$ cat config.mk
export PLATFORM = sky130hd
export DESIGN_NAME = rst_supervisor
export DESIGN_NICKNAME = d
export VERILOG_FILES = /design/src/rtl/rsv_pkg.sv /design/src/rtl/rsv_sync.sv /design/src/rtl/rsv_kick_filter.sv /design/src/rtl/rsv_wdog.sv /design/src/rtl/rsv_stretch.sv /design/src/rtl/rst_supervisor.sv
export SDC_FILE = /design/constraint.sdc
export NUM_CORES = 1
export LEC_CHECK = 0
export ABC_CLOCK_PERIOD_IN_PS = 2000
export BUFFER_PORTS_ARGS = -buffer_cell sky130_fd_sc_hd__buf_2
export CAP_MARGIN = 0
export CORE_AREA = 2 2 98 53
export DETAILED_ROUTE_END_ITERATION = 8
export DIE_AREA = 0 0 100 55
export GPL_TIMING_DRIVEN = 0
export PLACE_DENSITY = 0.43
export REMOVE_ABC_BUFFERS = 1
export SLEW_MARGIN = 5
export SYNTH_ARGS = -nofsm -noshare
export SYNTH_HDL_FRONTEND = slang
export SYNTH_HIERARCHICAL = 1
export SYNTH_SLANG_ARGS = --single-unit
export TNS_END_PERCENT = 30
$ cat constraint.sdc
create_clock -name clk_i -period 2 [get_ports clk_i]
set_input_delay 0.2 -clock clk_i [delete_from_list [all_inputs] [get_ports clk_i]]
set_output_delay 0.2 -clock clk_i [all_outputs]
set_load 0.1 [all_outputs]
$ cat src/rtl/rsv_pkg.sv
package rsv_pkg;
  function automatic int unsigned cnt_w(int unsigned n);
    return (n < 2) ? 1 : $clog2(n);
  endfunction
endpackage

$ cat src/rtl/rsv_sync.sv
module rsv_sync #(
  parameter int unsigned W       = 1,
  parameter logic        RST_VAL = 1'b0
) (
  input  logic         clk_i,
  input  logic         rst_ni,
  input  logic [W-1:0] d_i,
  output logic [W-1:0] q_o
);
  logic [W-1:0] meta_q;

  always_ff @(posedge clk_i or negedge rst_ni) begin
    if (!rst_ni) begin
      meta_q <= {W{RST_VAL}};
      q_o    <= {W{RST_VAL}};
    end else begin
      meta_q <= d_i;
      q_o    <= meta_q;
    end
  end
endmodule

$ cat src/rtl/rsv_kick_filter.sv
module rsv_kick_filter
  import rsv_pkg::*;
#(
  parameter int unsigned FILT_CYC = 4
) (
  input  logic clk_i,
  input  logic rst_ni,
  input  logic kick_i,
  output logic tog_o
);
  localparam int unsigned FW = cnt_w(FILT_CYC);
  localparam logic [FW-1:0] FLAST = FW'(FILT_CYC - 1);

  logic          lvl_q;
  logic [FW-1:0] cnt_q;

  // accept a new level only after FILT_CYC stable cycles
  always_ff @(posedge clk_i or negedge rst_ni) begin
    if (!rst_ni) begin
      lvl_q <= 1'b0;
      cnt_q <= '0;
      tog_o <= 1'b0;
    end else begin
      tog_o <= 1'b0;
      if (kick_i == lvl_q) begin
        cnt_q <= '0;
      end else if (cnt_q == FLAST) begin
        lvl_q <= kick_i;
        cnt_q <= '0;
        tog_o <= 1'b1;
      end else begin
        cnt_q <= cnt_q + 1'b1;
      end
    end
  end
endmodule

$ cat src/rtl/rsv_wdog.sv
module rsv_wdog
  import rsv_pkg::*;
#(
  parameter int unsigned WD_CYC = 1600
) (
  input  logic                      clk_i,
  input  logic                      rst_ni,
  input  logic                      en_i,
  input  logic                      hold_i,
  input  logic                      kick_i,
  output logic                      fire_o,
  output logic [cnt_w(WD_CYC)-1:0]  cnt_o
);
  localparam int unsigned WW = cnt_w(WD_CYC);
  localparam logic [WW-1:0] WLAST = WW'(WD_CYC - 1);

  assign fire_o = en_i && !hold_i && !kick_i && (cnt_o == WLAST);

  always_ff @(posedge clk_i or negedge rst_ni) begin
    if (!rst_ni)                                 cnt_o <= '0;
    else if (hold_i || !en_i || kick_i || fire_o) cnt_o <= '0;
    else                                         cnt_o <= cnt_o + 1'b1;
  end
endmodule

$ cat src/rtl/rsv_stretch.sv
module rsv_stretch
  import rsv_pkg::*;
#(
  parameter int unsigned REC_CYC = 200
) (
  input  logic                      clk_i,
  input  logic                      rst_ni,
  input  logic                      src_i,
  output logic                      act_o,
  output logic [cnt_w(REC_CYC)-1:0] cnt_o
);
  localparam int unsigned RW = cnt_w(REC_CYC);
  localparam logic [RW-1:0] RLAST = RW'(REC_CYC - 1);

  always_ff @(posedge clk_i or negedge rst_ni) begin
    if (!rst_ni) begin
      act_o <= 1'b1;
      cnt_o <= '0;
    end else if (src_i) begin
      act_o <= 1'b1;
      cnt_o <= '0;
    end else if (act_o) begin
      if (cnt_o == RLAST) begin
        act_o <= 1'b0;
        cnt_o <= '0;
      end else begin
        cnt_o <= cnt_o + 1'b1;
      end
    end
  end
endmodule

$ cat src/rtl/rst_supervisor.sv
module rst_supervisor
  import rsv_pkg::*;
#(
  parameter int unsigned REC_CYC  = 200,
  parameter int unsigned WD_CYC   = 1600,
  parameter int unsigned FILT_CYC = 4,
  parameter bit          ACT_LOW  = 1'b1
) (
  input  logic clk_i,
  input  logic rst_ni,
  input  logic pwr_ok_i,
  input  logic man_rst_ni,
  input  logic wd_kick_i,
  input  logic wd_en_i,
  output logic rst_o
);
  localparam int unsigned WW = cnt_w(WD_CYC);
  localparam int unsigned RW = cnt_w(REC_CYC);

  logic [2:0]    pin_s;
  logic          kick_tog;
  logic          wd_fire;
  logic          src_act;
  logic          rst_act;
  logic [WW-1:0] wd_cnt;
  logic [RW-1:0] rec_cnt;

  // synchronizers reset to "bad" so reset holds until inputs are seen
  rsv_sync #(.W(3), .RST_VAL(1'b0)) u_sync (
    .clk_i  (clk_i),
    .rst_ni (rst_ni),
    .d_i    ({wd_kick_i, man_rst_ni, pwr_ok_i}),
    .q_o    (pin_s)
  );

  rsv_kick_filter #(.FILT_CYC(FILT_CYC)) u_filt (
    .clk_i  (clk_i),
    .rst_ni (rst_ni),
    .kick_i (pin_s[2]),
    .tog_o  (kick_tog)
  );

  rsv_wdog #(.WD_CYC(WD_CYC)) u_wdog (
    .clk_i  (clk_i),
    .rst_ni (rst_ni),
    .en_i   (wd_en_i),
    .hold_i (rst_act),
    .kick_i (kick_tog),
    .fire_o (wd_fire),
    .cnt_o  (wd_cnt)
  );

  assign src_act = !pin_s[0] || !pin_s[1] || wd_fire;

  rsv_stretch #(.REC_CYC(REC_CYC)) u_strch (
    .clk_i  (clk_i),
    .rst_ni (rst_ni),
    .src_i  (src_act),
    .act_o  (rst_act),
    .cnt_o  (rec_cnt)
  );

  generate
    if (ACT_LOW) begin : g_lo
      assign rst_o = !rst_act;
    end else begin : g_hi
      assign rst_o = rst_act;
    end
  endgenerate
endmodule

==> qor.csv, run 1 <==
metric,value,unit
port_buffers,6,
crit_path_start_kind,register,
ir_drop,0.3452,mV
final_cell_mix,"29 x dfrtp_1, 15 x nor2_1, 8 x nand2_1, 6 x buf_2, 6 x xor2_1",
hpwl,1.731,mm
hold_path_class,input port to register,
fmax,502.0,MHz
outcome,finished clean,
slew_headroom,55.87,%
place_ws,-0.2164,ns
critPathCaptureType,register,
path_cells,"ha_2, and2_4, nand4_1, nor2_1, nand3b_1, or2b_1, a21oi_4, a41oi_2, a31oi_1",
numCtsBuffers,5,
dieHeight,55,um
overflow,0,
p_per_area,826.9,nW/um2
dieWidth,100,um
ff2ff_setup_slack,0.008,ns
core,4684,um2
drv_slew,0,
yosys_warnings,6,
path_max_fanout,8,
netlist_instances,119,
clock-root-buffer,clkbuf_8,
synthesis.area,1338,um2
n_fill_cell,477,
reg2reg_from,u_wdog/cnt_o[1],
vias,943,
critPathRequiredTime,2.20,ns
cp_data_arrival_time,2.19,ns
avgSynthCellArea,11.24,um2
ant_nets,0,
synth_seq_cells,30,
worst_clock_skew,0.008862,ns
path_class,register to register,
clockBufferDepth,2,
cp_slowest_stage_delay,0.39,ns
tritoncts,done,
min_delay_path_depth,1,
routedWlPerCell,12.91,um
hold_slack,0.02624,ns
rsz0062_at_grt,true,
rows,18,
ys_top_cells_by_area,"dfrtp_1 54%, nor2_1 4.2%, xor2_1 3.9%, ha_1 2.8%, xnor2_1 2.6%",
cap_viol_max_count,0,
synth.distinct_cells,40,
setup-violations-final,0,
antenna_cells,0,
num_io_pins,7,
finalHoldViolations,0,
min_to,u_sync/meta_q[0],
vias_per_cell,4.739,
path_clk_slew,0.07,ns
synthToLayoutAreaGrowth,21.61,%
post-route-period-util,99.60,%
nNetsFinal,147,
grt_util_all_layers,11.27,%
worst-r2r-cell-count,9,
wirelength,2.570,mm
period_needed,1.992,ns
grt_first_pass_wirelength,4.422,mm
timing.rr.end,u_strch/cnt_o[7],
start_util,28.55,%
antenna_found_initial,0,
yosysTopAreaCell,dfrtp_1,
setup_ws,0.008097,ns
layout-drive-gt1-share,25.18,%
drc,0,
die_area,5500,um2
h-tree-depth,2,
first_iter_violations,51,
first_global_vias,867,
p_leak,0.6836,nW
cp_slowest_cell,dfrtp_1,
grt_max_degree,31,
final_common_cell,dfrtp_1,
holdCritStartpoint,pwr_ok_i,
clock_sink_count,30,
netlist.area_leader.share,54.26,%
worstSkewPairLatency,0.28,ns
globalplace.congestion,0.7709,
tightest_slew,0.6620,ns
yosysSeqAreaShare,56.22,%
drt-pass1-iter-count,4,
## state kept, by name, summed over array words and instances (netlist names)
| signal | flops |
|---|---|
| u_wdog/cnt_o | 11 |
| u_filt/tog_o | 1 |
| u_sync/q_o | 3 |
| u_sync/meta_q | 3 |
| u_strch/cnt_o | 8 |
| u_filt/cnt_q | 2 |
| u_strch/act_o | 1 |
| u_filt/lvl_q | 1 |
## how the worst max path moves through the flow
stage | to | from | slack [ns]
after detailed placement | u_strch/cnt_o[7] | u_wdog/cnt_o[0] | -0.22
final | u_strch/cnt_o[7] | u_wdog/cnt_o[1] | 0.008
after CTS | u_strch/cnt_o[7] | u_strch/act_o | 0.01
after global routing | u_strch/cnt_o[3] | u_wdog/cnt_o[1] | -0.13
after global placement | u_strch/cnt_o[7] | u_wdog/cnt_o[0] | -0.18
after floorplan | u_strch/cnt_o[7] | u_wdog/cnt_o[0] | 0.06
## cell usage after synthesis (all sizes together)
cell type	number
a22o	1
nand4	3
and2	3
a211o	1
nor3	2
and4bb	1
and3b	1
nor4b	1
a41oi	1
and3	3
o211ai	1
nand2b	1
dfrtp	29
nor2	15
nand3b	1
xor2	6
o21ai	1
nand3	5
xnor2	4
nor3b	1
a31oi	4
nand2	10
mux2i	1
or2	1
inv	4
or2b	1
dfstp	1
mux2	2
or4b	1
or3	2
ha	3
a21o	1
nand4b	1
a21oi	6
## critical path: cells and delay by family, from the launching register on
kind / cells / cell delay [ns]
AO/OA/AOI/OAI: 3 / 0.52
adder cells (fa/ha/maj): 1 / 0.19
AND/OR/NAND/NOR: 5 / 0.81
flip-flops: 1 / 0.39
## kinds of logic (layout without fill, tap and decap cells)
family,after synthesis,count (layout),synth area share (%)
simple gates,53,53,22.26
compound gates,16,16,8.606
mux,3,3,2.432
fa+ha+maj,3,3,2.807
buf+inv,4,24,1.122
xor+xnor,10,10,6.548
flops,30,30,56.22
## metal layers
metal	part of all wire (%)	vias to the layer above	GRT usage, %
met3	4.8	5	4.648
met5	0	-	0
met2	38	20	13.96
met1	55	461	16.15
met4	1.8	0	6.164
li1	-	457	-
## layout make-up
class / instances / area (um2) / share of cell area [%]
Clock buffer: 5 / 68.82 / 4.231
Clock inverter: 3 / 40.04 / 2.462
Inverter: 4 / 15.01 / 0.9231
Multi-Input combinational cell: 85 / 598.1 / 36.77
Sequential cell: 30 / 752.0 / 46.23
Tap cell: 60 / 75.07 / 4.615
Timing Repair Buffer: 12 / 77.57 / 4.769
## through the flow
step	cells	util, %	instance area, um2	total power [mW]	TNS, ns
after floorplan	119	-	1338	0.7269	0
after global routing	199	34.72	1627	1.410	-0.3597
after CTS	198	34.24	1604	1.375	0
after global placement	185	30.80	1443	0.7534	-0.7067
after detailed placement	185	30.80	1443	0.7590	-0.8023
final	199	34.72	1627	1.345	0
## where the power goes
group / switching, mW / total (mW) / internal [mW]
registers: 0.0202 / 0.664 / 0.644
logic: 0.0411 / 0.0850 / 0.0439
clock network: 0.229 / 0.596 / 0.366
## timing repair
item / CTS / global route
hold endpoints to repair: 29 / 0
hold buffers: 1 / 0
endpoints found under the setup margin: 5 / 5
buffers inserted: 4 / 1
pin swaps: 4 / 0
cloned: 0 / 0
resized for setup: 4 / 2
Note: power is estimated with default switching activity, not from simulation.
==> run 2: changes to the inputs <==
--- a/config.mk
+++ b/config.mk
@@ -5,12 +5,13 @@
 export SDC_FILE = /design/constraint.sdc
 export NUM_CORES = 1
 export LEC_CHECK = 0
+export ABC_AREA = 1
 export ABC_CLOCK_PERIOD_IN_PS = 2000
 export BUFFER_PORTS_ARGS = -buffer_cell sky130_fd_sc_hd__buf_2
 export CAP_MARGIN = 0
-export CORE_AREA = 2 2 98 53
+export CORE_AREA = 2 2 103 55
 export DETAILED_ROUTE_END_ITERATION = 8
-export DIE_AREA = 0 0 100 55
+export DIE_AREA = 0 0 105 57
 export GPL_TIMING_DRIVEN = 0
 export PLACE_DENSITY = 0.43
 export REMOVE_ABC_BUFFERS = 1
@@ -19,4 +20,3 @@
 export SYNTH_HDL_FRONTEND = slang
 export SYNTH_HIERARCHICAL = 1
 export SYNTH_SLANG_ARGS = --single-unit
-export TNS_END_PERCENT = 30
==> qor.csv, run 2 <==
metric,value,unit,change
path_max_fanout,7,,was 8
worstSkewPairLatency,0.28,ns,about the same
numCtsBuffers,5,,unchanged
p_per_area,712.1,nW/um2,was 826.9 nW/um2
n_fill_cell,544,,was 477
synth.most_common_cell,nand2_1,,was dfrtp_1
combPwrFrac,7.5,%,was 6.3%
cap_viol_max_count,0,,unchanged
yosysSeqAreaShare,51.06,%,was 56.22%
setup-violations-final,0,,unchanged
cp_data_arrival_time,1.87,ns,was 2.19 ns
layout-drive-gt1-share,17.71,%,was 25.18%
synth_seq_cells,30,,unchanged
fmax,585.4,MHz,was 502.0 MHz
avgSynthCellArea,8.415,um2,was 11.24 um2
critPathRequiredTime,2.16,ns,was 2.20 ns
die_area,5985,um2,was 5500 um2
globalplace.congestion,0.8356,,was 0.7709
ys_top_cells_by_area,"dfrtp_1 49%, nand2_1 11%, nor2_1 6.9%, inv_1 4.8%, nand3_1 4.1%",,"was dfrtp_1 54%, nor2_1 4.2%, xor2_1 3.9%, ha_1 2.8%, xnor2_1 2.6%"
first_iter_violations,37,,was 51
path_cells,"ha_2, nand2_2, nor2_4, nand2_4, nor2_1, inv_1, nand3_2, inv_2, nand2_1, inv_1, nand2_1, o21ai_1",,"was ha_2, and2_4, nand4_1, nor2_1, nand3b_1, or2b_1, a21oi_4, a41oi_2, a31oi_1"
crit_cells,12,,was 9
rows,19,,was 18
slew_headroom,55.41,%,was 55.87%
antenna_found_initial,0,,unchanged
port_buffers,6,,unchanged
grt_max_degree,31,,unchanged
ant_nets,0,,unchanged
endpoint,u_strch/cnt_o[3],,was u_strch/cnt_o[7]
netlist_instances,175,,was 119
timing.rr.end,u_strch/cnt_o[3],,was u_strch/cnt_o[7]
path_class,register to register,,unchanged
hold_path_class,input port to register,,unchanged
post-route-period-util,85.42,%,was 99.60%
synthFlopType,dfrtp_1,,unchanged
start_util,28.42,%,was 28.55%
power_frac_clock,37.9,%,was 44.3%
final_cell_area,1704,um2,was 1627 um2
worst-r2r-cell-count,12,,was 9
p_sw_share,24.23,%,was 21.62%
dieHeight,57,um,was 55 um
worst_clock_skew,0.004858,ns,was 0.008862 ns
final_common_cell,nand2_1,,was dfrtp_1
tightest_slew,0.6689,ns,was 0.6620 ns
core,5182,um2,was 4684 um2
multi_input_area,640.6,um2,was 598.1 um2
ff2ff_setup_slack,0.29,ns,was 0.008 ns
clock_sink_count,30,,unchanged
first_global_vias,1095,,was 867
synthesis.area,1473,um2,was 1338 um2
period_needed,1.708,ns,was 1.992 ns
overflow,0,,unchanged
synth_edf_count,0,,unchanged
cp_slowest_cell,dfrtp_1,,unchanged
crit_buf_inv,3,,was 0
yosysTopAreaCell,dfrtp_1,,unchanged
grt_util_all_layers,11.11,%,was 11.27%
grt_first_pass_wirelength,5.085,mm,was 4.422 mm
cp_slowest_stage_delay,0.39,ns,about the same
path_clk_slew,0.06,ns,was 0.07 ns
drv_slew,0,,unchanged
clockBufferDepth,2,,unchanged
ir_drop,0.3212,mV,was 0.3452 mV
placed_cell_area,1594,um2,was 1443 um2
outcome,finished clean,,unchanged
netlist.area_leader.share,49.28,%,was 54.26%
vias_per_cell,4.219,,was 4.739
totalPowerFinal,1.213,mW,was 1.345 mW
critPathCaptureType,register,,unchanged
h-tree-depth,2,,unchanged
rsz0062_at_grt,false,,was true
reg2reg_from,u_wdog/cnt_o[0],,was u_wdog/cnt_o[1]
num_io_pins,7,,unchanged
synth_top_cells_by_count,"44 x nand2_1, 29 x dfrtp_1, 27 x nor2_1",,"was 29 x dfrtp_1, 15 x nor2_1, 9 x nand2_1"
drt-pass1-iter-count,4,,unchanged
largest_register,u_wdog/cnt_o,,unchanged
vias,1118,,was 943
dp.cells,254,,was 185
drc,0,,unchanged
fin_cells,265,,was 199
crit_path_start_kind,register,,unchanged
wirelength,2.828,mm,was 2.570 mm
p_int,0.9194,mW,was 1.054 mW
routedWlPerCell,10.67,um,was 12.91 um
synth.distinct_cells,25,,was 40
hpwl,2.038,mm,was 1.731 mm
critPathTopFamily,simple AND/OR/NAND/NOR gates,,unchanged
largest_reg_flops,11,,unchanged
register_area,752.0,um2,unchanged
dieWidth,105,um,was 100 um
antenna_cells,0,,unchanged
tritoncts,done,,unchanged
startpoint,u_wdog/cnt_o[0],,was u_wdog/cnt_o[1]
nNetsFinal,200,,was 147
final_cell_mix,"44 x nand2_1, 29 x dfrtp_1, 27 x nor2_1, 19 x inv_1, 12 x nand3_1",,"was 29 x dfrtp_1, 15 x nor2_1, 8 x nand2_1, 6 x buf_2, 6 x xor2_1"
p_seq_share,54.6,%,was 49.4%
async_reset_ff_share,100.0,%,unchanged
yosys_warnings,6,,unchanged
finalHoldViolations,0,,unchanged
power.switching,0.2940,mW,was 0.2907 mW
tns,0,ns,unchanged
reg_top3,"u_wdog/cnt_o x11, u_strch/cnt_o x8",,unchanged
synthToLayoutAreaGrowth,15.72,%,was 21.61%
p_leak,0.7372,nW,was 0.6836 nW
clock-root-buffer,clkbuf_8,,unchanged
run 2: changes by cell type after synthesis, moves of 6 or more:
cell	previous run	this run
nand3_1	5	12
nand2_1	9	44
o21ai_1	0	6
inv_1	4	19
nor2_1	15	27
run 2: what timing repair did:
action / CTS / global route
resized for setup: 0 / 1
hold buffers: 1 / 0
setup endpoints to repair: 0 / 7
hold endpoints to repair: 29 / 0
buffers inserted: 0 / 2
run 2: logic make-up after synthesis:
group	synth area share, %
flip-flops	51.06
adder cells (fa/ha/maj)	2.549
XOR/XNOR	4.163
buffers and inverters	5.608
AO/OA/AOI/OAI	5.013
AND/OR/NAND/NOR	31.61
run 2: routing by layer:
layer	vias up	part of all wire, %	global-route usage (%)	wire length [um]
li1	575	-	-	-
met1	521	54	16.09	1526
met2	20	40	15.12	1141
met3	2	4.4	3.086	125
met4	0	1.2	5.714	34
met5	-	0	0	0
run 2: power by group through the flow:
stage	Sequential, mW	Combinational [mW]	Clock (mW)
after CTS	0.662	0.0943	0.485
after detailed placement	0.674	0.0920	0
after global placement	0.670	0.0848	0
after floorplan	0.668	0.0604	0
final	0.662	0.0912	0.460
after global routing	0.666	0.107	0.514
run 2: final cells by class:
type	instances	area share, %
Multi-Input combinational cell	123	37.59
Sequential cell	30	44.13
Clock buffer	6	4.258
Tap cell	73	5.360
Timing Repair Buffer	9	3.231
Inverter	22	4.846
Clock inverter	2	0.5874
run 2: how the worst min path moves through the flow:
stage	slack, ns	from	cells past startpoint	end
3_3_place_gp	0.27	rst_ni	1	u_sync/meta_q[2]
4_1_cts	0.01	wd_kick_i	1	u_sync/meta_q[2]
6_report	0.03	wd_kick_i	1	u_sync/meta_q[2]
2_1_floorplan	-0.1	rst_ni	0	u_filt/cnt_q[0]
5_1_grt	0.008	wd_kick_i	1	u_sync/meta_q[2]
3_5_place_dp	0.28	rst_ni	1	u_sync/q_o[2]
run 2: worst reg2reg max path, stage by stage, from the launching register on:
cell and delay, ns:
dfrtp_1 0.39, ha_2 0.25, nand2_2 0.08, nor2_4 0.14
nand2_4 0.08, nor2_1 0.10, inv_1 0.06, nand3_2 0.06
inv_2 0.06, nand2_1 0.08, inv_1 0.14, nand2_1 0.09
o21ai_1 0.06
run 2: per-stage QoR:
stage | hold slack [ns] | utilization (%) | worst slack (ns)
detailed placement | 0.2799 | 30.76 | 0.1870
global placement | 0.2713 | 30.76 | 0.2324
global route | 0.007819 | 32.88 | 0.06916
floorplan | -0.09559 | - | 0.4611
finish | 0.02535 | 32.88 | 0.2916
CTS | 0.01179 | 32.54 | 0.1571
==> run 3: changes to the inputs <==
==> constraint.sdc (replaced) <==
create_clock -name clk_i -period 2 [get_ports clk_i]
set_input_delay 0.1 -clock clk_i [delete_from_list [all_inputs] [get_ports clk_i]]
set_output_delay 0.1 -clock clk_i [all_outputs]
set_load 0.1 [all_outputs]
==> qor.csv, run 3 (synthesis gave the netlist of run 2 again) <==
metric,value,unit,change
routedWlPerCell,10.60,um,was 10.67 um
fin_util,33.46,%,was 32.88%
drv_slew,0,,unchanged
clock-root-buffer,clkbuf_8,,unchanged
tritoncts,done,,unchanged
largest_register,u_wdog/cnt_o,,unchanged
final_cell_mix,"44 x nand2_1, 29 x dfrtp_1, 27 x nor2_1, 19 x inv_1, 12 x nand3_1",,unchanged
antenna_found_initial,0,,unchanged
hold_path_class,input port to register,,unchanged
wirelength,2.840,mm,was 2.828 mm
cp_slowest_cell,dfrtp_1,,unchanged
path_class,register to register,,unchanged
hpwl,2.038,mm,unchanged
synthToLayoutAreaGrowth,17.76,%,was 15.72%
cap_viol_max_count,0,,unchanged
post-route-period-util,85.38,%,was 85.42%
dieWidth,105,um,unchanged
rows,19,,unchanged
dieHeight,57,um,unchanged
layout-drive-gt1-share,17.44,%,was 17.71%
slew_headroom,55.48,%,was 55.41%
final_common_cell,nand2_1,,unchanged
largest_reg_flops,11,,unchanged
die_area,5985,um2,unchanged
grt_first_pass_wirelength,5.126,mm,was 5.085 mm
setup-violations-final,0,,unchanged
path_max_fanout,7,,unchanged
start_util,28.42,%,unchanged
worstSkewPairLatency,0.28,ns,about the same
ir_drop,0.3276,mV,was 0.3212 mV
placed_cell_area,1594,um2,unchanged
antenna_cells,0,,unchanged
finalHoldViolations,0,,unchanged
first_iter_violations,56,,was 37
first_global_vias,1109,,was 1095
tns,0,ns,unchanged
totalPowerFinal,1.218,mW,was 1.213 mW
num_io_pins,7,,unchanged
clock_sink_count,30,,unchanged
cp_data_arrival_time,1.87,ns,about the same
vias,1131,,was 1118
critPathCaptureType,register,,unchanged
nNetsFinal,203,,was 200
outcome,finished clean,,unchanged
fmax,585.6,MHz,was 585.4 MHz
numCtsBuffers,5,,unchanged
hold_slack,0.2051,ns,was 0.02535 ns
p_per_area,702.3,nW/um2,was 712.1 nW/um2
n_fill_cell,543,,was 544
critPathRequiredTime,2.16,ns,about the same
path_cells,"ha_2, nand2_2, nor2_4, nand2_4, nor2_1, inv_1, nand3_2, inv_2, nand2_1, inv_1, nand2_1, o21ai_1",,unchanged
rsz0062_at_grt,false,,unchanged
ant_nets,0,,unchanged
reg_top3,"u_wdog/cnt_o x11, u_strch/cnt_o x8",,unchanged
final_cell_area,1734,um2,was 1704 um2
p_leak,0.7498,nW,was 0.7372 nW
clockBufferDepth,2,,unchanged
vias_per_cell,4.220,,was 4.219
h-tree-depth,2,,unchanged
tightest_slew,0.6678,ns,was 0.6689 ns
port_buffers,6,,unchanged
crit_path_start_kind,register,,unchanged
cp_slowest_stage_delay,0.39,ns,about the same
grt_max_degree,31,,unchanged
drc,0,,unchanged
grt_util_all_layers,11.19,%,was 11.11%
path_clk_slew,0.06,ns,about the same
period_needed,1.708,ns,about the same
core,5182,um2,unchanged
worst_clock_skew,0.004855,ns,was 0.004858 ns
globalplace.congestion,0.8356,,unchanged
drt-pass1-iter-count,4,,unchanged
overflow,0,,unchanged
[run 3: changes by cell type in the layout (fill, tap and decap cells not counted), sizes merged]
| cell | before | now |
|---|---|---|
| dlygate4sd3 | 1 | 4 |
[run 3: metrics by stage]
step	std cells	setup slack [ns]
2_1_floorplan	175	0.4611
3_3_place_gp	254	0.2324
3_5_place_dp	254	0.1870
4_1_cts	266	0.1571
5_1_grt	268	0.06916
6_report	268	0.2924
[run 3: critical path, delay by kind of cell, from the launching register on]
kind,cells,cell delay [ns]
AOI/OAI and AO/OA,1,0.06
adders and majority gates,1,0.25
buffers and inverters,3,0.26
DFF,1,0.39
and+or+nand+nor,7,0.63
[run 3: power by group]
group	total [mW]	internal [mW]	switching (mW)
combinational	0.0956	0.0386	0.0570
sequential	0.662	0.644	0.0180
clock	0.460	0.240	0.220
[run 3: metal layers]
layer	part of all wire [%]	wire (um)	global-route usage, %
met1	54	1543	16.09
met4	1.2	34	5.714
met2	40	1143	15.40
met3	4.2	120	3.086
met5	0	0	0
[run 3: repair_timing]
item,4_1_cts,5_1_grt
hold buffers,4,0
buffers inserted,0,2
hold endpoints to repair,32,0
setup endpoints to repair,0,7
gates resized for setup,0,1
[run 3: path summary, 6_finish.rpt]
check                                  from  slack [ns]  cells past startpoint               end
setup reg to reg            u_wdog/cnt_o[0]        0.29                     12  u_strch/cnt_o[3]
setup / recovery            u_wdog/cnt_o[0]        0.29                     12  u_strch/cnt_o[3]
min in group asynchronous            rst_ni        0.39                      2   u_wdog/cnt_o[0]
max in group asynchronous            rst_ni        1.17                      2   u_wdog/cnt_o[8]
hold / removal                      wd_en_i        0.21                      5   u_wdog/cnt_o[7]
hold reg to reg            u_sync/meta_q[0]        0.35                      0     u_sync/q_o[0]
[run 3: layout make-up]
class	instances	area, um2	share of cell area [%]
inverters	22	82.58	4.762
multi-input cells	123	640.6	36.94
flip-flops and latches	30	752.0	43.36
clock buffers	6	72.57	4.185
repair buffers	12	85.08	4.906
clock inverters	2	10.01	0.5772
well taps	73	91.34	5.267
